[src/rtl/scan_pkg.sv]
package scan_pkg;

  localparam int DIGITS = 4;
  localparam int NIB_W  = 4;
  localparam int IDX_W  = $clog2(DIGITS);

  // Strobes from sequencer to datapath
  typedef struct packed {
    logic             load;     // start a new digit slot on this edge
    logic [IDX_W-1:0] nextIdx;  // logical slot: 0 ones .. 3 thousands
  } scanStrobe_t;

  // Fixed wiring of logical slots to physical select bits
  function automatic logic [DIGITS-1:0] lineForSlot(input logic [IDX_W-1:0] idx);
    logic [DIGITS-1:0] en;
    case (idx)
      2'd0:    en = 4'b1000;  // ones
      2'd1:    en = 4'b0001;  // tens
      2'd2:    en = 4'b0010;  // hundreds
      default: en = 4'b0100;  // thousands
    endcase
    return en;
  endfunction

endpackage

[src/rtl/scan_ctrl.sv]
module scan_ctrl
  import scan_pkg::*;
#(
  parameter int SLOT_CYCLES = 100000
) (
  input  logic        clk,
  input  logic        rst,
  output scanStrobe_t strobe
);

  localparam int CNT_W = (SLOT_CYCLES > 1) ? $clog2(SLOT_CYCLES) : 1;
  localparam logic [CNT_W-1:0] CNT_LAST = CNT_W'(SLOT_CYCLES - 1);

  logic             running;
  logic [CNT_W-1:0] tickCnt;
  logic [IDX_W-1:0] curIdx;
  logic             slotEnd;

  assign slotEnd = running && (tickCnt == CNT_LAST);

  always_comb begin
    strobe.load    = !running || slotEnd;
    strobe.nextIdx = running ? IDX_W'(curIdx + 1'b1) : '0;
  end

  always_ff @(posedge clk) begin
    if (rst) begin
      running <= 1'b0;
      tickCnt <= '0;
      curIdx  <= '0;
    end else begin
      running <= 1'b1;
      if (strobe.load) begin
        tickCnt <= '0;
        curIdx  <= strobe.nextIdx;
      end else begin
        tickCnt <= tickCnt + 1'b1;
      end
    end
  end

endmodule

[src/rtl/scan_dp.sv]
module scan_dp
  import scan_pkg::*;
(
  input  logic                    clk,
  input  logic                    rst,
  input  scanStrobe_t             strobe,
  input  logic [DIGITS*NIB_W-1:0] bcdIn,
  output logic [DIGITS-1:0]       digitEn,
  output logic [NIB_W-1:0]        nibble
);

  logic [NIB_W-1:0] digitField [DIGITS];

  for (genvar g = 0; g < DIGITS; g++) begin : g_split
    assign digitField[g] = bcdIn[g*NIB_W +: NIB_W];
  end

  always_ff @(posedge clk) begin
    if (rst) begin
      digitEn <= '0;
      nibble  <= '0;
    end else if (strobe.load) begin
      digitEn <= lineForSlot(strobe.nextIdx);
      nibble  <= digitField[strobe.nextIdx];
    end
  end

endmodule

[src/rtl/bcd_digit_scanner.sv]
module bcd_digit_scanner
  import scan_pkg::*;
#(
  parameter int SLOT_CYCLES = 100000
) (
  input  logic        clk,
  input  logic        rst,
  input  logic [15:0] bcdIn,
  output logic [3:0]  digitEn,
  output logic [3:0]  nibble
);

  scanStrobe_t strobe;

  scan_ctrl #(.SLOT_CYCLES(SLOT_CYCLES)) u_ctrl (
    .clk    (clk),
    .rst    (rst),
    .strobe (strobe)
  );

  scan_dp u_dp (
    .clk     (clk),
    .rst     (rst),
    .strobe  (strobe),
    .bcdIn   (bcdIn),
    .digitEn (digitEn),
    .nibble  (nibble)
  );

endmodule

[config.mk]
export PLATFORM = sky130hd
export DESIGN_NAME = bcd_digit_scanner
export DESIGN_NICKNAME = d
export VERILOG_FILES = /design/src/rtl/scan_pkg.sv /design/src/rtl/scan_ctrl.sv /design/src/rtl/scan_dp.sv /design/src/rtl/bcd_digit_scanner.sv
export SDC_FILE = /design/constraint.sdc
export NUM_CORES = 1
export LEC_CHECK = 0
export ABC_AREA = 0
export BUFFER_PORTS_ARGS = -buffer_cell sky130_fd_sc_hd__buf_4
export CAP_MARGIN = 20
export CORE_MARGIN = 4
export CORE_UTILIZATION = 43
export DETAILED_ROUTE_END_ITERATION = 6
export PLACE_DENSITY = 0.77
export SYNTH_ARGS = -nofsm -noshare
export SYNTH_HDL_FRONTEND = slang
export SYNTH_HIERARCHICAL = 1
export SYNTH_SLANG_ARGS = --single-unit
[constraint.sdc]
create_clock -name clk -period 1.9 [get_ports clk]
set_input_delay 0.57 -clock clk [delete_from_list [all_inputs] [get_ports clk]]
set_output_delay 0.57 -clock clk [all_outputs]
set_load 0.01 [all_outputs]
======== Word-level counts from Yosys, hierarchy flattened ========
Index checks and enable logic that the tools add are counted.
W data, S select, Z words.
operators by class
  order comparisons ....................... 1
  add/sub/neg operators ................... 2
  bitwise logic cells ..................... 1
  mux-type cells .......................... 6
  eq/ne operators ......................... 3
  reductions and logical operators ........ 5
operators with widths
  cell                     number
  $add A17 B1 Y17 const B  1
  $eq A17 B17 Y1 const B   1
  $pmux W4 S3              1
  $bmux W4 S2              1
  $mux W4                  2
  $ge A3 B3 Y1 const B     1
  $not A2 Y3               1
  $add A2 B1 Y2 const B    1
  $eq A2 B1 Y1 const B     1
  $eq A2 B2 Y1 const B     1
  $logic_not A2 Y1         1
  $mux W2                  1
  $reduce_or A2 Y1         1
  $logic_and A1 B1 Y1      1
  $logic_not A1 Y1         1
  $logic_or A1 B1 Y1       1
  $mux W1                  1
storage, ports and cells
  register bits ........................... 28
  input port bits ......................... 18

======== Depth between registers and ports, before layout ========
Gate-level depths: netlist of the first run.
  word-level depth ........................ 6
  depth in mapped cells ................... 7
  mapped depth without buffers ............ 7

======== Cells and area by module ========
The synthesis of the first run kept the hierarchy.
modules (own cells, without submodules)
  module     instances  cells an instance  area an instance (um^2)
  scan_ctrl  1          105                942.2
  scan_dp    1          44                 419.2

======== Least setup slack after synthesis of the first run ========
No wires, ideal clock.
  path kind ............................... register to register
  from .................................... register u_ctrl.tickCnt[13]
  to ...................................... register u_dp.nibble[1]
  data required time ...................... 1.814 ns
  setup slack ............................. -0.058 ns
  arrival time ............................ 1.872 ns
  setup time .............................. 0.086 ns
  period minus slack after synthesis ...... 1.958 ns
  cell stages (with the launch flop) ...... 7
  buffers on the path ..................... 1
  path through ............................ dfxtp_1 or4b_4 nor4_4 nand2b_1 buf_2 o21bai_1 a211oi_1
RTL lines
  what                      RTL line         source
  start: declaration        scan_ctrl.sv:15  logic [CNT_W-1:0] tickCnt;
  start signal: assignment  scan_ctrl.sv:37  tickCnt <= tickCnt + 1'b1;
  end signal: assignment    scan_dp.sv:24    nibble <= digitField[strobe.nextIdx];
  end: declaration          scan_dp.sv:9     output logic [NIB_W-1:0] nibble

==> results of run 1 <==
## flip-flops by register name, summed over array words and instances (netlist names)
register,flops
u_dp/nibble,4
u_ctrl/running,1
u_ctrl/tickCnt,17
u_dp/digitEn,4
u_ctrl/curIdx,2
## final timing paths
kind                endpoint  slack, ns  cells after the start
min          u_dp/digitEn[0]       0.45                      2
max reg2reg   u_dp/nibble[0]       0.02                      6
min reg2reg  u_dp/digitEn[0]       0.48                      2
max           u_dp/nibble[0]       0.02                      6
## power by group through the flow
| stage | logic (W) | registers, W | clock network [W] |
|---|---|---|---|
| floorplan | 0.0000548 | 0.000624 | 0 |
| global placement | 0.000110 | 0.000620 | 0 |
| detailed placement | 0.000113 | 0.000620 | 0 |
| CTS | 0.000114 | 0.000608 | 0.000395 |
| global route | 0.000129 | 0.000609 | 0.000426 |
| finish | 0.000119 | 0.000607 | 0.000383 |
## critical path, delay by kind of cell, from the launching register on
family          cells  cell delay [ns]
simple gates        3             1.04
flops               1             0.35
compound gates      2             0.29
buf+inv             1             0.13
## kinds of logic after synthesis
kind of cell	synth area share, %
flops	41.2
fa+ha+maj	0.919
buf+inv	5.42
xor+xnor	9.65
compound gates	10.2
simple gates	27.5
mux	5.15
## area by class of cell
type	instances	area [µm²]
sequential	28	563
timing repair buffer	44	343
inverter	3	11.3
clock inverter	1	30.0
fill	286	1280
multi-input combinational	111	746
clock buffer	3	22.5
tap	44	55.1
## routing by layer
layer / share of wire (%) / up-vias / track usage, %
met5: 0 / - / 0
met4: 0.76 / 0 / 3.43
met3: 7.9 / 4 / 3.87
met2: 48 / 45 / 26.5
met1: 43 / 557 / 17.0
li1: - / 611 / -
## stage by stage
step                      TNS (ns)  area, µm²  instances
after floorplan                  0       1380        149
after global placement           0       1690        227
after detailed placement         0       1690        227
after CTS                        0       1740        231
after global routing        -0.264       1770        234
final                            0       1770        234
## cell usage after synthesis, types with 3 or more instances
master                     count
sky130_fd_sc_hd__xnor2_1       8
sky130_fd_sc_hd__xor2_1        7
sky130_fd_sc_hd__a211oi_1      5
sky130_fd_sc_hd__o21bai_1      4
sky130_fd_sc_hd__inv_1         3
sky130_fd_sc_hd__mux2_4        4
sky130_fd_sc_hd__nand2_1       6
sky130_fd_sc_hd__nand2b_1      4
sky130_fd_sc_hd__dfxtp_1      28
sky130_fd_sc_hd__a21oi_1       5
sky130_fd_sc_hd__nand3_1       8
sky130_fd_sc_hd__o22ai_1       4
sky130_fd_sc_hd__nand4_1       9
sky130_fd_sc_hd__nor2_1       24
sky130_fd_sc_hd__nor4_1        3
## placed cells by master (no fill, tap or decap), types with 2 or more instances in the layout
cell type	count
sky130_fd_sc_hd__buf_4	43
sky130_fd_sc_hd__dfxtp_1	26
sky130_fd_sc_hd__nor2_1	24
sky130_fd_sc_hd__nand4_1	9
sky130_fd_sc_hd__nand3_1	8
sky130_fd_sc_hd__xnor2_1	8
sky130_fd_sc_hd__xor2_1	7
sky130_fd_sc_hd__nand2_1	6
sky130_fd_sc_hd__a21oi_1	5
sky130_fd_sc_hd__a211oi_1	5
sky130_fd_sc_hd__mux2_4	4
sky130_fd_sc_hd__o22ai_1	4
sky130_fd_sc_hd__o21bai_1	4
sky130_fd_sc_hd__clkbuf_4	3
sky130_fd_sc_hd__inv_1	3
sky130_fd_sc_hd__nor4_1	3
sky130_fd_sc_hd__nand2b_4	2
sky130_fd_sc_hd__and3_1	2
sky130_fd_sc_hd__nor3_1	2
sky130_fd_sc_hd__dfxtp_2	2
sky130_fd_sc_hd__nand3b_1	2
sky130_fd_sc_hd__nand2b_1	2
## repair_timing
action | in CTS | in global routing
endpoints found under the setup margin | 0 | 5
buffers inserted | 0 | 3
resized for setup | 0 | 3
==> run_summary.xml, run 1 <==
<?xml version="1.0" encoding="UTF-8"?>
<metrics>
  <group name="timing">
    <metric name="timing.max_slew.rel_slack" unit="%">71.7</metric>
    <metric name="min_period_over_period" unit="%">99.2</metric>
    <metric name="whs" unit="ns">0.449</metric>
    <metric name="slew_violations" unit="">0</metric>
    <metric name="tightest_slew" unit="ns">0.421</metric>
    <metric name="worst_clk_skew" unit="ns">0.00647</metric>
    <metric name="timing.final.setup_violations" unit="">0</metric>
    <metric name="hold_violations" unit="">0</metric>
    <metric name="min_period" unit="ns">1.88</metric>
    <metric name="finalWorstSetupSlack" unit="ns">0.0154</metric>
    <metric name="rsz0062_at_grt" unit="">yes</metric>
    <metric name="fmax" unit="GHz">0.531</metric>
  </group>
  <group name="worst_setup_path">
    <metric name="cp_slowest_cell" unit="">sky130_fd_sc_hd__or4_4</metric>
    <metric name="crit_path_end_kind" unit="">flop</metric>
    <metric name="critical_path_class" unit="">reg -&gt; reg</metric>
    <metric name="rr_startpoint" unit="">u_ctrl/tickCnt[5]</metric>
    <metric name="setup.worst_path.start_class" unit="">flop</metric>
    <metric name="cp_cell_sequence" unit="">or4_4 -&gt; nor4_4 -&gt; nand2b_4 -&gt; buf_4 -&gt; o21bai_1 -&gt; a211oi_1</metric>
    <metric name="slowest_delay" unit="ns">0.54</metric>
    <metric name="critical_path_required" unit="ns">2.15</metric>
    <metric name="worst-endpoint-arrival" unit="ns">2.13</metric>
    <metric name="timing.critical_path.from" unit="">u_ctrl/tickCnt[5]</metric>
    <metric name="critPathMaxFanout" unit="">6</metric>
  </group>
  <group name="synthesis">
    <metric name="synth.ff_latch_count" unit="">28</metric>
    <metric name="synthesis.yosys.warnings" unit="">6</metric>
    <metric name="synth_fp_nets" unit="">168</metric>
    <metric name="yosysUniqueCellTypes" unit="">36</metric>
    <metric name="dominant_cells_by_area_after_synthesis" unit="">sky130_fd_sc_hd__dfxtp_1 41%, sky130_fd_sc_hd__nor2_1 6.6%, sky130_fd_sc_hd__xnor2_1 5.1%</metric>
    <metric name="number_of_enable_type_register_cells_in_the_synthesized_netlist" unit="">0</metric>
    <metric name="yosys.area.top_type_share" unit="%">41.2</metric>
    <metric name="syn_area" unit="µm²">1360</metric>
    <metric name="postSynth.topFlopCell" unit="">sky130_fd_sc_hd__dfxtp_1</metric>
    <metric name="postSynth.asyncResetShare" unit="%">0</metric>
    <metric name="synth_top_cell_by_area" unit="">sky130_fd_sc_hd__dfxtp_1</metric>
    <metric name="syn_inst" unit="">149</metric>
    <metric name="synth_seq_area_share" unit="%">41.2</metric>
    <metric name="syn_avg_cell_area" unit="µm²">9.14</metric>
  </group>
  <group name="pwr">
    <metric name="power.share.sequential" unit="%">54.7</metric>
    <metric name="finalPower" unit="W">0.00111</metric>
    <metric name="clkPwrFrac" unit="%">34.5</metric>
    <metric name="total_switching_power" unit="W">0.000225</metric>
    <metric name="powerDensity" unit="nW/µm²">627</metric>
    <metric name="p_sw_share" unit="%">20.3</metric>
    <metric name="internal-power" unit="W">0.000885</metric>
    <metric name="p_leak" unit="nW">0.700</metric>
    <metric name="vdd.ir_drop.worst" unit="V">0.000384</metric>
    <metric name="comb_power_share" unit="%">10.8</metric>
  </group>
  <group name="grt">
    <metric name="grt.total_usage" unit="%">14.7</metric>
    <metric name="grt_start_max_net_pins" unit="">18</metric>
    <metric name="antenna_found_initial" unit="">0</metric>
    <metric name="grt_first_pass_wirelength" unit="µm">4970</metric>
    <metric name="grt_pass1_vias" unit="">1158</metric>
    <metric name="globalRouteOverflowTotal" unit="">0</metric>
  </group>
  <group name="final_layout">
    <metric name="design.final.nets" unit="">210</metric>
    <metric name="syn_to_final_growth" unit="%">30.1</metric>
    <metric name="drive_gt1_share" unit="%">31.6</metric>
    <metric name="postLayoutCoreUtil" unit="%">58.0</metric>
    <metric name="antennaDiodeCount" unit="">0</metric>
  </group>
  <group name="clock_tree">
    <metric name="cts_buffers" unit="">3</metric>
    <metric name="tritoncts" unit="">yes</metric>
    <metric name="clockBufferDepth" unit="">2</metric>
    <metric name="cts_sinks" unit="">28</metric>
    <metric name="clk_root_buffer_cell" unit="">sky130_fd_sc_hd__clkbuf_4</metric>
    <metric name="clk_pin_slew" unit="ns">0.15</metric>
    <metric name="holdBufCountCts" unit="">0</metric>
    <metric name="h_tree_depth" unit="">1</metric>
    <metric name="clk-insertion-delay-late" unit="ns">0.32</metric>
  </group>
  <group name="min_path">
    <metric name="hold_class" unit="">in -&gt; reg</metric>
    <metric name="hold_start" unit="">rst</metric>
  </group>
  <group name="floorplanning">
    <metric name="dieHeight" unit="µm">64.3</metric>
    <metric name="top_level_ports" unit="">26</metric>
    <metric name="start_util" unit="%">44.6</metric>
    <metric name="design.die.area" unit="µm²">4130</metric>
    <metric name="fp-row-count" unit="">20</metric>
    <metric name="coreArea" unit="µm²">3050</metric>
    <metric name="die-width" unit="µm">64.3</metric>
  </group>
  <group name="outcome">
    <metric name="outcome" unit="">completed</metric>
  </group>
  <group name="routing">
    <metric name="drt_pre_antenna_iters" unit="">4</metric>
    <metric name="vias_per_cell" unit="">5.20</metric>
    <metric name="vias" unit="">1217</metric>
    <metric name="initial_drc_count" unit="">58</metric>
    <metric name="drt_wl_total" unit="µm">3010</metric>
    <metric name="wl_per_cell" unit="µm">12.9</metric>
    <metric name="drt.antenna.violating_nets" unit="">0</metric>
    <metric name="drcViolationCount" unit="">0</metric>
  </group>
  <group name="placed_design">
    <metric name="port_buffers" unit="">25</metric>
    <metric name="gp_routability_congestion" unit="">0.874</metric>
    <metric name="dp.final_hpwl" unit="µm">2280</metric>
    <metric name="place_ws" unit="ns">0.0286</metric>
  </group>
  <group name="flow_run">
    <metric name="drv.max_cap_violation_count" unit="">0</metric>
  </group>
</metrics>
No activity file was read; power rests on OpenSTA's default activity.
==> run 2, diff against run 1 <==
CORE_ASPECT_RATIO = 0.75   (was not set)
==> run 2 against run 1 <==
Largest cell class unchanged. Critical path depth up 1. Global-route usage up 1.4 points. The run now ends with setup timing left. Final area unchanged. Sequential share of layout area up 0.14 points. Fmax shrank 4.5%. Clock-buffer cell count grew 1. Hold slack improved by 0.041 ns. Highest routed layer unchanged. Worst setup slack worse by 0.088 ns. Non-clock buffer count rose by 2.
==> run_summary.xml, run 2 (synthesized netlist as in run 1, its figures left out) <==
<?xml version="1.0" encoding="UTF-8"?>
<metrics>
  <group name="outcome">
    <metric name="outcome" unit="">finished with violations</metric>
    <metric name="failing_checks" unit="">setup timing</metric>
  </group>
  <group name="clock_tree">
    <metric name="tritoncts" unit="">yes</metric>
    <metric name="clk_root_buffer_cell" unit="">sky130_fd_sc_hd__clkbuf_8</metric>
    <metric name="clk-insertion-delay-late" unit="ns">0.27</metric>
    <metric name="clockBufferDepth" unit="">2</metric>
    <metric name="clk_pin_slew" unit="ns">0.09</metric>
    <metric name="h_tree_depth" unit="">1</metric>
    <metric name="cts_buffers" unit="">3</metric>
    <metric name="cts_sinks" unit="">28</metric>
  </group>
  <group name="final_layout">
    <metric name="drive_gt1_share" unit="%">32.3</metric>
    <metric name="mostFrequentLayoutCells" unit="">45 x sky130_fd_sc_hd__buf_4, 26 x sky130_fd_sc_hd__dfxtp_1, 24 x sky130_fd_sc_hd__nor2_1</metric>
    <metric name="layout.cells.most_common" unit="">sky130_fd_sc_hd__buf_4</metric>
    <metric name="largest_registers" unit="">u_ctrl/tickCnt: 17 flops, u_dp/digitEn: 4 flops, u_dp/nibble: 4 flops</metric>
    <metric name="layout.cells.non_filler" unit="">230</metric>
    <metric name="number_of_flip_flops_in_the_largest_register" unit="">17</metric>
    <metric name="regMostFlops" unit="">u_ctrl/tickCnt</metric>
    <metric name="syn_to_final_growth" unit="%">30.1</metric>
    <metric name="antennaDiodeCount" unit="">0</metric>
    <metric name="n_fill_cell" unit="">271</metric>
    <metric name="design.final.nets" unit="">212</metric>
  </group>
  <group name="pwr">
    <metric name="powerDensity" unit="nW/µm²">614</metric>
    <metric name="total_switching_power" unit="W">0.000233</metric>
    <metric name="p_sw_share" unit="%">21.4</metric>
    <metric name="comb_power_share" unit="%">10.9</metric>
    <metric name="vdd.ir_drop.worst" unit="V">0.000352</metric>
    <metric name="clkPwrFrac" unit="%">33.5</metric>
    <metric name="finalPower" unit="W">0.00109</metric>
    <metric name="internal-power" unit="W">0.000854</metric>
    <metric name="power.share.sequential" unit="%">55.6</metric>
    <metric name="p_leak" unit="nW">0.702</metric>
  </group>
  <group name="routing">
    <metric name="drt_wl_total" unit="µm">3150</metric>
    <metric name="initial_drc_count" unit="">43</metric>
    <metric name="drt.antenna.violating_nets" unit="">0</metric>
    <metric name="drcViolationCount" unit="">0</metric>
    <metric name="wl_per_cell" unit="µm">13.7</metric>
    <metric name="vias" unit="">1188</metric>
    <metric name="vias_per_cell" unit="">5.17</metric>
    <metric name="drt_pre_antenna_iters" unit="">4</metric>
  </group>
  <group name="timing">
    <metric name="min_period_over_period" unit="%">104</metric>
    <metric name="whs" unit="ns">0.490</metric>
    <metric name="tightest_slew" unit="ns">0.443</metric>
    <metric name="hold_violations" unit="">0</metric>
    <metric name="slew_violations" unit="">0</metric>
    <metric name="timing.max_slew.rel_slack" unit="%">70.2</metric>
    <metric name="fmax" unit="GHz">0.507</metric>
    <metric name="timing.final.setup_violations" unit="">24</metric>
    <metric name="worst_clk_skew" unit="ns">0.00375</metric>
    <metric name="finalWorstSetupSlack" unit="ns">-0.0726</metric>
    <metric name="min_period" unit="ns">1.97</metric>
    <metric name="rsz0062_at_grt" unit="">yes</metric>
  </group>
  <group name="worst_setup_path">
    <metric name="critical_path_required" unit="ns">2.08</metric>
    <metric name="setup.worst_path.start_class" unit="">flop</metric>
    <metric name="crit_path_end_kind" unit="">flop</metric>
    <metric name="worst-endpoint-arrival" unit="ns">2.15</metric>
    <metric name="critPathMaxFanout" unit="">6</metric>
    <metric name="critical_path_class" unit="">reg -&gt; reg</metric>
    <metric name="rr_worst_depth" unit="">7</metric>
  </group>
  <group name="placed_design">
    <metric name="gp_routability_congestion" unit="">0.909</metric>
    <metric name="placedCellCount" unit="">217</metric>
    <metric name="dp.final_hpwl" unit="µm">2300</metric>
    <metric name="place_ws" unit="ns">-0.0392</metric>
    <metric name="port_buffers" unit="">25</metric>
  </group>
  <group name="grt">
    <metric name="globalRouteOverflowTotal" unit="">0</metric>
    <metric name="antenna_found_initial" unit="">0</metric>
    <metric name="grt_pass1_vias" unit="">1155</metric>
    <metric name="grt_first_pass_wirelength" unit="µm">5240</metric>
    <metric name="grt.total_usage" unit="%">16.0</metric>
    <metric name="grt_start_max_net_pins" unit="">16</metric>
  </group>
  <group name="min_path">
    <metric name="hold_class" unit="">reg -&gt; reg</metric>
    <metric name="holdPathStages" unit="">2</metric>
  </group>
  <group name="floorplanning">
    <metric name="die-width" unit="µm">73.0</metric>
    <metric name="design.die.area" unit="µm²">4140</metric>
    <metric name="dieHeight" unit="µm">56.7</metric>
    <metric name="fp-row-count" unit="">17</metric>
    <metric name="coreArea" unit="µm²">2980</metric>
    <metric name="start_util" unit="%">45.7</metric>
    <metric name="top_level_ports" unit="">26</metric>
  </group>
  <group name="flow_run">
    <metric name="drv.max_cap_violation_count" unit="">0</metric>
  </group>
</metrics>
==> run 2: critical path, cell delays in order, from the launching register on <==
cell                       delay [ns]
sky130_fd_sc_hd__dfxtp_2         0.35
sky130_fd_sc_hd__or4b_4          0.55
sky130_fd_sc_hd__nor4_4          0.33
sky130_fd_sc_hd__nand2b_4        0.22
sky130_fd_sc_hd__buf_4           0.12
sky130_fd_sc_hd__buf_6           0.10
sky130_fd_sc_hd__mux2i_1         0.17
sky130_fd_sc_hd__nor2_1          0.05
==> run 2: timing repair <==
item,in CTS,in global routing
gates resized for setup,0,5
pin swaps,0,7
buffers inserted,3,6
setup endpoints to repair,4,8
hold buffers,0,0
==> run 2: power by group through the flow <==
| stage | Clock (W) | Combinational, W | Sequential (W) |
|---|---|---|---|
| global route | 0.000403 | 0.000128 | 0.000607 |
| detailed placement | 0 | 0.000108 | 0.000620 |
| finish | 0.000364 | 0.000119 | 0.000605 |
| global placement | 0 | 0.000105 | 0.000619 |
| CTS | 0.000374 | 0.000113 | 0.000607 |
| floorplan | 0 | 0.0000548 | 0.000624 |
==> run 2: worst paths after layout <==
kind,startpoint,endpoint,slack [ns]
hold reg to reg,u_dp/digitEn[1],u_dp/digitEn[1],0.49
setup / recovery,u_ctrl/tickCnt[12],u_dp/digitEn[3],-0.07
setup reg to reg,u_ctrl/tickCnt[12],u_dp/digitEn[3],-0.07
hold / removal,u_dp/digitEn[1],u_dp/digitEn[1],0.49
==> run 2: final cells by class <==
type                            count  area [µm²]  area share (%)
Multi-Input combinational cell    111         742            41.9
Sequential cell                    28         566            31.9
Timing Repair Buffer               46         349            19.7
Clock buffer                        4        55.1            3.11
Tap cell                           38        47.5            2.69
Inverter                            3        11.3           0.636
==> run 2: stage by stage <==
stage / area, µm² / setup TNS, ns / util, %
floorplan: 1380 / 0 / -
global placement: 1640 / 0 / 54.9
detailed placement: 1640 / -0.104 / 54.9
CTS: 1710 / -0.00301 / 57.5
global route: 1770 / -2.07 / 59.5
finish: 1770 / -0.540 / 59.5
==> run 2: routing by layer <==
| layer | global-route usage [%] | share of wire [%] | vias up |
|---|---|---|---|
| met3 | 4.47 | 3.9 | 5 |
| met4 | 3.95 | 0.98 | 0 |
| met2 | 26.6 | 47 | 19 |
| met1 | 20.4 | 48 | 550 |
| li1 | - | - | 614 |
| met5 | 0 | 0 | - |
==> run 3, diff against run 2 <==
CELL_PAD_IN_SITES_DETAIL_PLACEMENT = 1   (was not set)
CELL_PAD_IN_SITES_GLOBAL_PLACEMENT = 2   (was not set)
CORE_UTILIZATION = 29   (was 43)
PLACE_DENSITY = 0.83   (was 0.77)
==> run 3 against run 2 <==
Fmax grew 5.5%. Final area decreased by 0.99%. Combinational power barely moved. Worst setup slack gained 0.10 ns. Register-to-register slack gained 0.10 ns. Wire length is 9.2% higher. Critical path type unchanged. Sequential cell count did not move. Clock skew down 0.00066 ns. Sequential power about the same. Critical path depth shrank 1. The run now ends clean.
==> run_summary.xml, run 3 (synthesized netlist as in run 1, its figures left out) <==
<?xml version="1.0" encoding="UTF-8"?>
<metrics>
  <group name="outcome">
    <metric name="outcome" unit="">completed</metric>
  </group>
  <group name="timing">
    <metric name="timing.final.setup_violations" unit="">0</metric>
    <metric name="min_period_over_period" unit="%">98.4</metric>
    <metric name="rsz0062_at_grt" unit="">yes</metric>
    <metric name="min_period" unit="ns">1.87</metric>
    <metric name="slew_violations" unit="">0</metric>
    <metric name="fmax" unit="GHz">0.535</metric>
    <metric name="worst_clk_skew" unit="ns">0.00309</metric>
    <metric name="timing.max_slew.rel_slack" unit="%">77.9</metric>
    <metric name="hold_violations" unit="">0</metric>
    <metric name="tightest_slew" unit="ns">0.329</metric>
  </group>
  <group name="floorplanning">
    <metric name="start_util" unit="%">30.3</metric>
    <metric name="fp-row-count" unit="">21</metric>
    <metric name="design.die.area" unit="µm²">5870</metric>
    <metric name="dieHeight" unit="µm">67.3</metric>
    <metric name="die-width" unit="µm">87.1</metric>
    <metric name="coreArea" unit="µm²">4490</metric>
    <metric name="top_level_ports" unit="">26</metric>
  </group>
  <group name="final_layout">
    <metric name="largest_registers" unit="">u_ctrl/tickCnt: 17 flops, u_dp/digitEn: 4 flops, u_dp/nibble: 4 flops</metric>
    <metric name="drive_gt1_share" unit="%">30.1</metric>
    <metric name="n_fill_cell" unit="">546</metric>
    <metric name="number_of_flip_flops_in_the_largest_register" unit="">17</metric>
    <metric name="postLayoutCoreUtil" unit="%">39.0</metric>
    <metric name="syn_to_final_growth" unit="%">28.8</metric>
    <metric name="layout.cells.most_common" unit="">sky130_fd_sc_hd__buf_4</metric>
    <metric name="design.final.nets" unit="">207</metric>
    <metric name="finalInstanceArea" unit="µm²">1750</metric>
    <metric name="antennaDiodeCount" unit="">0</metric>
    <metric name="regMostFlops" unit="">u_ctrl/tickCnt</metric>
    <metric name="layout.cells.non_filler" unit="">243</metric>
    <metric name="mostFrequentLayoutCells" unit="">40 x sky130_fd_sc_hd__buf_4, 28 x sky130_fd_sc_hd__dfxtp_1, 24 x sky130_fd_sc_hd__nor2_1</metric>
  </group>
  <group name="clock_tree">
    <metric name="clk_root_buffer_cell" unit="">sky130_fd_sc_hd__clkbuf_8</metric>
    <metric name="clk_pin_slew" unit="ns">0.09</metric>
    <metric name="cts_buffers" unit="">3</metric>
    <metric name="clockBufferDepth" unit="">2</metric>
    <metric name="tritoncts" unit="">yes</metric>
    <metric name="cts_sinks" unit="">28</metric>
    <metric name="clk-insertion-delay-late" unit="ns">0.27</metric>
    <metric name="h_tree_depth" unit="">1</metric>
  </group>
  <group name="worst_setup_path">
    <metric name="setup.worst_path.start_class" unit="">flop</metric>
    <metric name="critical_path_required" unit="ns">2.06</metric>
    <metric name="cp_cell_sequence" unit="">or4_4 -&gt; nor4_4 -&gt; nand2b_4 -&gt; nand3b_1 -&gt; nor2_1 -&gt; a211oi_1</metric>
    <metric name="cp_slowest_cell" unit="">sky130_fd_sc_hd__or4_4</metric>
    <metric name="crit_path_end_kind" unit="">flop</metric>
    <metric name="slowest_delay" unit="ns">0.54</metric>
    <metric name="worst-endpoint-arrival" unit="ns">2.03</metric>
    <metric name="critical_path_class" unit="">reg -&gt; reg</metric>
    <metric name="critPathMaxFanout" unit="">6</metric>
  </group>
  <group name="min_path">
    <metric name="hold_class" unit="">reg -&gt; reg</metric>
  </group>
  <group name="grt">
    <metric name="grt_pass1_vias" unit="">1255</metric>
    <metric name="antenna_found_initial" unit="">0</metric>
    <metric name="grt_start_max_net_pins" unit="">18</metric>
    <metric name="grt.total_usage" unit="%">12.6</metric>
    <metric name="globalRouteOverflowTotal" unit="">0</metric>
    <metric name="grt_first_pass_wirelength" unit="µm">5910</metric>
  </group>
  <group name="pwr">
    <metric name="power.share.sequential" unit="%">58.1</metric>
    <metric name="p_sw_share" unit="%">22.4</metric>
    <metric name="comb_power_share" unit="%">11.2</metric>
    <metric name="finalPower" unit="W">0.00104</metric>
    <metric name="vdd.ir_drop.worst" unit="V">0.000304</metric>
    <metric name="powerDensity" unit="nW/µm²">596</metric>
    <metric name="p_leak" unit="nW">0.673</metric>
    <metric name="total_switching_power" unit="W">0.000234</metric>
    <metric name="clkPwrFrac" unit="%">30.7</metric>
    <metric name="internal-power" unit="W">0.000810</metric>
  </group>
  <group name="routing">
    <metric name="drt.antenna.violating_nets" unit="">0</metric>
    <metric name="wl_per_cell" unit="µm">14.2</metric>
    <metric name="drcViolationCount" unit="">0</metric>
    <metric name="vias_per_cell" unit="">4.95</metric>
    <metric name="drt_pre_antenna_iters" unit="">4</metric>
    <metric name="drt_wl_total" unit="µm">3440</metric>
    <metric name="vias" unit="">1203</metric>
    <metric name="initial_drc_count" unit="">79</metric>
  </group>
  <group name="placed_design">
    <metric name="dp.final_hpwl" unit="µm">2670</metric>
    <metric name="detailed_place.area" unit="µm²">1680</metric>
    <metric name="placedCellCount" unit="">237</metric>
    <metric name="port_buffers" unit="">25</metric>
    <metric name="gp_routability_congestion" unit="">0.821</metric>
  </group>
  <group name="flow_run">
    <metric name="drv.max_cap_violation_count" unit="">0</metric>
  </group>
</metrics>
-- run 3: routing by layer --
metal | routed length [µm] | part of all wire [%] | GRT usage [%] | vias up
li1 | - | - | - | 601
met1 | 1630 | 47 | 16.4 | 586
met2 | 1700 | 49 | 22.1 | 14
met3 | 88 | 2.6 | 2.56 | 2
met4 | 25 | 0.73 | 2.30 | 0
met5 | 0 | 0 | 0 | -
-- run 3: power by group through the flow --
stage | clock (W) | sequential (W) | combinational, W
floorplan | 0 | 0.000624 | 0.0000548
global placement | 0 | 0.000619 | 0.000110
finish | 0.000320 | 0.000607 | 0.000117
CTS | 0.000335 | 0.000607 | 0.000116
detailed placement | 0 | 0.000621 | 0.000114
global route | 0.000358 | 0.000609 | 0.000128
-- run 3: critical path, delay by kind of cell, from the launching register on --
family | cells | cell delay (ns)
AO/OA/AOI/OAI | 1 | 0.06
AND/OR/NAND/NOR | 5 | 1.37
flip-flops | 1 | 0.32
-- run 3: final timing paths --
path / endpoint / slack [ns] / startpoint / cells after the start
worst max-delay path: u_dp/nibble[0] / 0.03 / u_ctrl/tickCnt[11] / 6
worst min-delay path: u_dp/digitEn[0] / 0.48 / u_dp/digitEn[0] / 2
worst max register to register: u_dp/nibble[0] / 0.03 / u_ctrl/tickCnt[11] / 6
worst min register to register: u_dp/digitEn[0] / 0.48 / u_dp/digitEn[0] / 2
-- run 3: what timing repair did --
| action | CTS | global route |
|---|---|---|
| hold buffers | 0 | 0 |
| setup buffers | 1 | 2 |
| gates resized for setup | 0 | 3 |
| hold endpoints to repair | 0 | 0 |
| setup endpoints to repair | 4 | 23 |
| pin swaps | 1 | 4 |
-- run 3: final cells by class --
cell class	count	area (µm²)	area share, %
Multi-Input combinational cell	111	748	42.7
Sequential cell	28	561	32.0
Timing Repair Buffer	41	320	18.3
Tap cell	57	71.3	4.07
Clock buffer	3	41.3	2.36
Inverter	3	11.3	0.642
-- run 3: stage by stage --
stage,setup TNS (ns),setup slack [ns],hold slack [ns]
2_1_floorplan,0,0.0159,0.452
3_3_place_gp,0,0.0714,0.456
3_5_place_dp,-0.00120,-0.00120,0.468
4_1_cts,0,0.00709,0.485
5_1_grt,-0.234,-0.0760,0.504
6_report,0,0.0300,0.481
